## src/rtl/mbus_pkg.sv

```systemverilog
package mbus_pkg;

    typedef enum logic [2:0] {
        CK_FETCH = 3'd0,
        CK_MRD   = 3'd1,
        CK_MWR   = 3'd2,
        CK_IORD  = 3'd3,
        CK_IOWR  = 3'd4
    } cyc_kind_e;

    typedef enum logic [2:0] {
        PH_IDLE = 3'd0,
        PH_T1   = 3'd1,
        PH_T2   = 3'd2,
        PH_TW   = 3'd3,
        PH_T3   = 3'd4,
        PH_T4   = 3'd5
    } phase_e;

endpackage

```

## src/rtl/mbus_status_enc.sv

```systemverilog
module mbus_status_enc
    import mbus_pkg::*;
(
    input  cyc_kind_e kind,
    output logic      io_m,
    output logic      s1,
    output logic      s0,
    output logic      is_read,
    output logic      is_write,
    output logic      is_fetch
);

    always_comb begin
        io_m     = 1'b0;
        s1       = 1'b1;
        s0       = 1'b0;
        is_read  = 1'b1;
        is_write = 1'b0;
        is_fetch = 1'b0;
        case (kind)
            CK_FETCH: begin
                s0       = 1'b1;
                is_fetch = 1'b1;
            end
            CK_MWR: begin
                s1       = 1'b0;
                s0       = 1'b1;
                is_read  = 1'b0;
                is_write = 1'b1;
            end
            CK_IORD: begin
                io_m = 1'b1;
            end
            CK_IOWR: begin
                io_m     = 1'b1;
                s1       = 1'b0;
                s0       = 1'b1;
                is_read  = 1'b0;
                is_write = 1'b1;
            end
            default: begin
                // memory read; unused codes fall here as well
            end
        endcase
    end

endmodule

```

## src/rtl/mbus_pin_drive.sv

```systemverilog
module mbus_pin_drive
    import mbus_pkg::*;
#(
    parameter int AW = 16,
    parameter int DW = 8
) (
    input  phase_e          phase,
    input  logic            is_read,
    input  logic            is_write,
    input  logic [AW-1:0]   addr,
    input  logic [DW-1:0]   wdata,
    output logic [AW-DW-1:0] a_hi,
    output logic [DW-1:0]   ad_out,
    output logic            ad_oe,
    output logic            ale,
    output logic            rd_n,
    output logic            wr_n
);

    localparam int HW = AW - DW;

    logic in_t1;
    logic in_strobe;
    logic active;

    always_comb begin
        in_t1     = (phase == PH_T1);
        in_strobe = (phase == PH_T2) || (phase == PH_TW) || (phase == PH_T3);
        active    = (phase != PH_IDLE);

        ale    = in_t1;
        rd_n   = !(in_strobe && is_read);
        wr_n   = !(in_strobe && is_write);
        ad_oe  = in_t1 || (in_strobe && is_write);
        a_hi   = active ? addr[AW-1:DW] : {HW{1'b0}};

        if (in_t1) begin
            ad_out = addr[DW-1:0];
        end else if (in_strobe && is_write) begin
            ad_out = wdata;
        end else begin
            ad_out = {DW{1'b0}};
        end
    end

endmodule

```

## src/rtl/mbus_cycle_seq.sv

```systemverilog
module mbus_cycle_seq
    import mbus_pkg::*;
#(
    parameter int          AW     = 16,
    parameter int          DW     = 8,
    parameter logic [15:0] PC_RST = 16'h0000
) (
    input  logic             clk,
    input  logic             rst_n,
    input  logic             req_valid,
    input  logic [2:0]       req_kind,
    input  logic [AW-1:0]    req_addr,
    input  logic [DW-1:0]    req_wdata,
    output logic             req_ready,
    output logic [DW-1:0]    rsp_data,
    output logic             rsp_done,
    output logic [AW-1:0]    pc_val,
    output logic [AW-DW-1:0] a_hi,
    output logic [DW-1:0]    ad_out,
    output logic             ad_oe,
    input  logic [DW-1:0]    ad_in,
    output logic             ale,
    output logic             rd_n,
    output logic             wr_n,
    output logic             io_m,
    output logic             st1,
    output logic             st0,
    input  logic             rdy_in
);

    localparam int HW = AW - DW;

    typedef struct packed {
        phase_e        ph;
        cyc_kind_e     kind;
        logic [AW-1:0] addr;
        logic [DW-1:0] wdata;
        logic [AW-1:0] pc;
        logic [DW-1:0] rdata;
        logic          done;
    } seq_t;

    seq_t st_d, st_q;

    logic      k_read, k_write, k_fetch;
    phase_e    cur_ph;
    cyc_kind_e in_kind;
    logic      in_fetch, in_port;
    logic [HW-1:0] port_mirror;

    assign in_kind  = cyc_kind_e'(req_kind);
    assign in_fetch = (in_kind == CK_FETCH);
    assign in_port  = (in_kind == CK_IORD) || (in_kind == CK_IOWR);
    assign cur_ph   = st_q.ph;

    // port number repeated across the upper lines
    for (genvar i = 0; i < HW; i++) begin : g_mirror
        assign port_mirror[i] = req_addr[i % DW];
    end

    mbus_status_enc u_enc (
        .kind     (st_q.kind),
        .io_m     (io_m),
        .s1       (st1),
        .s0       (st0),
        .is_read  (k_read),
        .is_write (k_write),
        .is_fetch (k_fetch)
    );

    mbus_pin_drive #(.AW(AW), .DW(DW)) u_pins (
        .phase    (st_q.ph),
        .is_read  (k_read),
        .is_write (k_write),
        .addr     (st_q.addr),
        .wdata    (st_q.wdata),
        .a_hi     (a_hi),
        .ad_out   (ad_out),
        .ad_oe    (ad_oe),
        .ale      (ale),
        .rd_n     (rd_n),
        .wr_n     (wr_n)
    );

    always_comb begin
        st_d      = st_q;
        st_d.done = 1'b0;
        case (st_q.ph)
            PH_IDLE: begin
                if (req_valid) begin
                    st_d.ph    = PH_T1;
                    st_d.kind  = in_kind;
                    st_d.wdata = req_wdata;
                    if (in_fetch) begin
                        st_d.addr = st_q.pc;
                    end else if (in_port) begin
                        st_d.addr = {port_mirror, req_addr[DW-1:0]};
                    end else begin
                        st_d.addr = req_addr;
                    end
                end
            end
            PH_T1: begin
                st_d.ph = PH_T2;
            end
            PH_T2: begin
                if (k_fetch) begin
                    st_d.pc = st_q.pc + 1'b1;
                end
                st_d.ph = rdy_in ? PH_T3 : PH_TW;
            end
            PH_TW: begin
                st_d.ph = rdy_in ? PH_T3 : PH_TW;
            end
            PH_T3: begin
                if (k_read) begin
                    st_d.rdata = ad_in;
                end
                if (k_fetch) begin
                    st_d.ph = PH_T4;
                end else begin
                    st_d.ph   = PH_IDLE;
                    st_d.done = 1'b1;
                end
            end
            PH_T4: begin
                st_d.ph   = PH_IDLE;
                st_d.done = 1'b1;
            end
            default: begin
                st_d.ph = PH_IDLE;
            end
        endcase
    end

    always_ff @(posedge clk or negedge rst_n) begin
        if (!rst_n) begin
            st_q.ph    <= PH_IDLE;
            st_q.kind  <= CK_MRD;
            st_q.addr  <= '0;
            st_q.wdata <= '0;
            st_q.pc    <= AW'(PC_RST);
            st_q.rdata <= '0;
            st_q.done  <= 1'b0;
        end else begin
            st_q <= st_d;
        end
    end

    assign req_ready = (st_q.ph == PH_IDLE);
    assign rsp_data  = st_q.rdata;
    assign rsp_done  = st_q.done;
    assign pc_val    = st_q.pc;

endmodule

```

## config.mk

```make
export PLATFORM = sky130hd
export DESIGN_NAME = mbus_cycle_seq
export DESIGN_NICKNAME = d
export VERILOG_FILES = /design/src/rtl/mbus_pkg.sv /design/src/rtl/mbus_status_enc.sv /design/src/rtl/mbus_pin_drive.sv /design/src/rtl/mbus_cycle_seq.sv
export SDC_FILE = /design/constraint.sdc
export NUM_CORES = 1
export LEC_CHECK = 0
export CORE_UTILIZATION = 59
export CTS_BUF_LIST = sky130_fd_sc_hd__clkbuf_2
export DETAILED_ROUTE_END_ITERATION = 10
export DONT_BUFFER_PORTS = 1
export MAX_ROUTING_LAYER = met4
export PLACE_DENSITY = 0.87
export SYNTH_ARGS = -nofsm -noshare
export SYNTH_HDL_FRONTEND = slang
export SYNTH_SLANG_ARGS = --single-unit
```

## constraint.sdc

```tcl
create_clock -name clk -period 1.7 [get_ports clk]
set_input_delay 0.34 -clock clk [delete_from_list [all_inputs] [get_ports clk]]
set_output_delay 0.34 -clock clk [all_outputs]
set_load 0.02 [all_outputs]
```

==> impl_metrics.yaml <==
status:
  status: "complete, but fails checks"
  violations: "negative setup slack"
setup_path:
  crit_fanout: 5
  critical_path_class: "reg -> out"
  worstPathRequired_ns: 1.36
  critical_path_arrival_ns: 1.83
  endpoint_kind: "output port"
  crit_path_start_kind: "flip-flop"
clock_tree:
  path_clk_slew_ns: 0.33
  cts_tree: "built"
  cts_buffer_depth: 2
  cts_buffers: 5
  clk_latency_ns: 0.49
  clockRootBuffer: "clkbuf_2"
  cts.sinks: 55
  cts_max_level: 2
synth:
  ys_seq_elements: 55
  netlist_instances: 297
  synth_top_family_by_area: "compound AO/OA/AOI/OAI gates"
  yosysWarningCount: 0
  syn_area_per_cell_sq_um: 10.2
  yosysUniqueCellTypes: 41
  synthSimpleGateAreaFrac_pct: 15.1
  synth_common_cells: "dfrtp_1 (54), buf_4 (25), nand2_1 (24)"
  synth_xor_area_share_pct: 4.35
  synthesis.area_sq_mm: 0.00302
  seq_area_frac_synth_pct: 45.6
  synth-edff-count: 0
  synth_most_common_cell: "dfrtp_1"
  synthAdderAreaFrac_pct: 0.414
  synth_area_leader_cell: "dfrtp_1"
  synth_mux_area_share_pct: 9.35
  synth-compound-area-share_pct: 15.3
  ys.flop_type: "dfrtp_1"
  netlist_top_cells_area: "dfrtp_1 (45%), mux2_2 (6.7%), buf_4 (6.2%), o21ai_0 (3.1%), nand2_1 (3.0%)"
  yosys.area.top_type_share_pct: 44.7
  synthArstFlopShare_pct: 100
  synthesis.nets: 337
drt:
  ant_nets: 0
  vias: 2460
  drt-vias-per-instance: 6.01
  drc: 0
  routed_wl_um: 8520
  drt_iter0_drc: 214
  routedWlPerCell_um: 20.8
  first_pass_iters: 4
floorplan:
  pin_count: 88
  initial_utilization_pct: 62.8
  die_h_um: 73.6
  rows: 25
  coreArea_sq_mm: 0.00482
  dieArea_sq_mm: 0.00541
  die_w_um: 73.6
grt:
  grt_overflow: 0
  grt_max_degree: 56
  first_global_vias: 2508
  antenna_found_initial: 0
  gr-usage-all-layers_pct: 32.2
  grt_pass1_wl_um: 12500
flow_run:
  maxCapViolations: 0
timing:
  period_needed_ns: 2.17
  maxSlewViolCount: 0
  tns_ns: -11.48
  finClkSkew_ns: 0.0506
  setup_ws_ns: -0.473
  relSlewSlack_pct: 72.7
  grt_setup_unrepaired: "yes"
  worst_pin_slew_ns: 0.404
  setup_viol: 46
  fmax_ghz: 0.460
  fin_crit_sh_pct: 128
  hold_violations: 0
placed_design:
  portBuffers: 0
  place_area_sq_mm: 0.00317
  globalplace.congestion: 0.977
  dp_hpwl_um: 4910
layout:
  drive_gt1_share_pct: 33.9
  postLayoutCellArea_sq_mm: 0.00384
  fin_nets: 381
  diodes: 0
  area_delta_synth_final_pct: 27.2
  nFillCells: 291
power:
  p_per_area_mw_per_mm2: 1710
  power.leakage_nw: 1.81
  peakVddDrop_mv: 0.822
min_path:
  hp-class: "in -> reg"
-- worst paths after layout --
path                                            from                    end  slack [ns]  cells after the start
worst max-delay path            st_q[51]$_DFFE_PN0P_                   wr_n       -0.47                      6
worst min-delay path                     req_addr[0]   st_q[33]$_DFFE_PN0P_        0.03                      2
worst max register to register  st_q[51]$_DFFE_PN0P_  pc_val[6]$_DFFE_PN0P_       -0.17                      9
worst min register to register  st_q[43]$_DFFE_PN0P_   st_q[43]$_DFFE_PN0P_        0.53                      2
max in group asynchronous                      rst_n   st_q[42]$_DFFE_PN0P_        1.09                      2
min in group asynchronous                      rst_n   st_q[29]$_DFFE_PN0P_        0.29                      2
-- power by group --
part           switching (mW)  total [mW]  leakage (nW)  internal (mW)
Combinational            1.82        3.51          1.08           1.69
Sequential              0.553        2.36         0.688           1.81
Clock                   0.451       0.701        0.0410          0.250
Total                    2.82        6.58          1.81           3.75
-- registers in the layout, indices dropped and copies added, names as in the netlist --
signal	count
rsp_done	1
st_q	27
pc_val	16
cur_ph	3
rsp_data	8
-- worst max-delay path, stage by stage (launching register included) --
cell	delay, ns
dfrtp_2	0.51
nand2b_4	0.17
a21o_4	0.23
nor2b_4	0.15
buf_6	0.15
inv_2	0.04
buf_6	0.12
-- layout make-up --
| cell class | count | area (sq um) | area share (%) |
|---|---|---|---|
| clock inverter | 3 | 42.5 | 1.11 |
| inverter | 13 | 48.8 | 1.27 |
| multi-input combinational | 190 | 1570 | 40.8 |
| sequential | 55 | 1380 | 35.9 |
| timing repair buffer | 76 | 693 | 18.0 |
| clock buffer | 5 | 25.0 | 0.651 |
| tap | 67 | 83.8 | 2.18 |
-- logic make-up (layout without fill, tap and decap cells) --
| logic type | after synthesis | in the layout |
|---|---|---|
| muxes | 26 | 26 |
| AOI/OAI and AO/OA | 68 | 68 |
| adders and majority gates | 1 | 1 |
| and+or+nand+nor | 80 | 80 |
| xor gates and xnor gates | 15 | 15 |
| buffers and inverters | 52 | 97 |
| DFF | 55 | 55 |
-- placed cells by master, fill, tap and decap left out, types with 2 or more instances in the layout --
cell and count:
dfrtp_1 51, buf_4 42, nand2_1 23, o21ai_0 19, dlygate4sd3_1 19, mux2_2 18
buf_6 12, inv_1 11, a21oi_1 10, nor2b_1 9, a22o_4 8, mux2i_1 8
xor2_1 8, nor3b_1 6, o22ai_1 6, nand3_1 6, xnor2_1 6, nor2_1 5
nand2b_1 5, a2bb2oi_1 5, o22a_1 5, o221ai_1 5, clkbuf_2 5, o31ai_1 3
nor2_4 3, dfrtp_2 3, nor3_4 2, nand2b_4 2, nor2b_4 2, nor4_4 2
clkinv_1 2, a22o_1 2, and4_1 2, and3_1 2, nand4_1 2, nor3_2 2
-- timing repair --
item                                   4_1_cts  5_1_grt
pin swaps                                    5       14
gates resized for setup                     28       24
setup endpoints to repair                   24       46
endpoints found under the hold margin       73        2
gates cloned                                 2        0
hold buffers                                18        2
setup buffers                                6       12
-- per-layer routing --
metal  up-vias  GRT usage [%]  wire length [um]
li1       1117              -                 -
met1      1199           37.7              3330
met2       123           52.9              4350
met3        21           8.37               618
met4         0           13.2               223
met5         -              -                 0
-- stage by stage --
stage | total power, mW | hold slack, ns | util (%) | setup WS [ns] | instances
6_report | 6.58 | 0.0293 | 79.8 | -0.473 | 409
5_1_grt | 6.87 | 0.0572 | 79.8 | -0.543 | 409
4_1_cts | 5.98 | 0.00450 | 75.4 | -0.414 | 396
2_1_floorplan | 4.16 | 0.0444 | - | -0.0506 | 297
3_5_place_dp | 4.80 | 0.0461 | 65.8 | -0.0155 | 362
3_3_place_gp | 4.67 | 0.0464 | 65.8 | 0.0336 | 362
No activity file was read; power rests on OpenSTA's default activity.
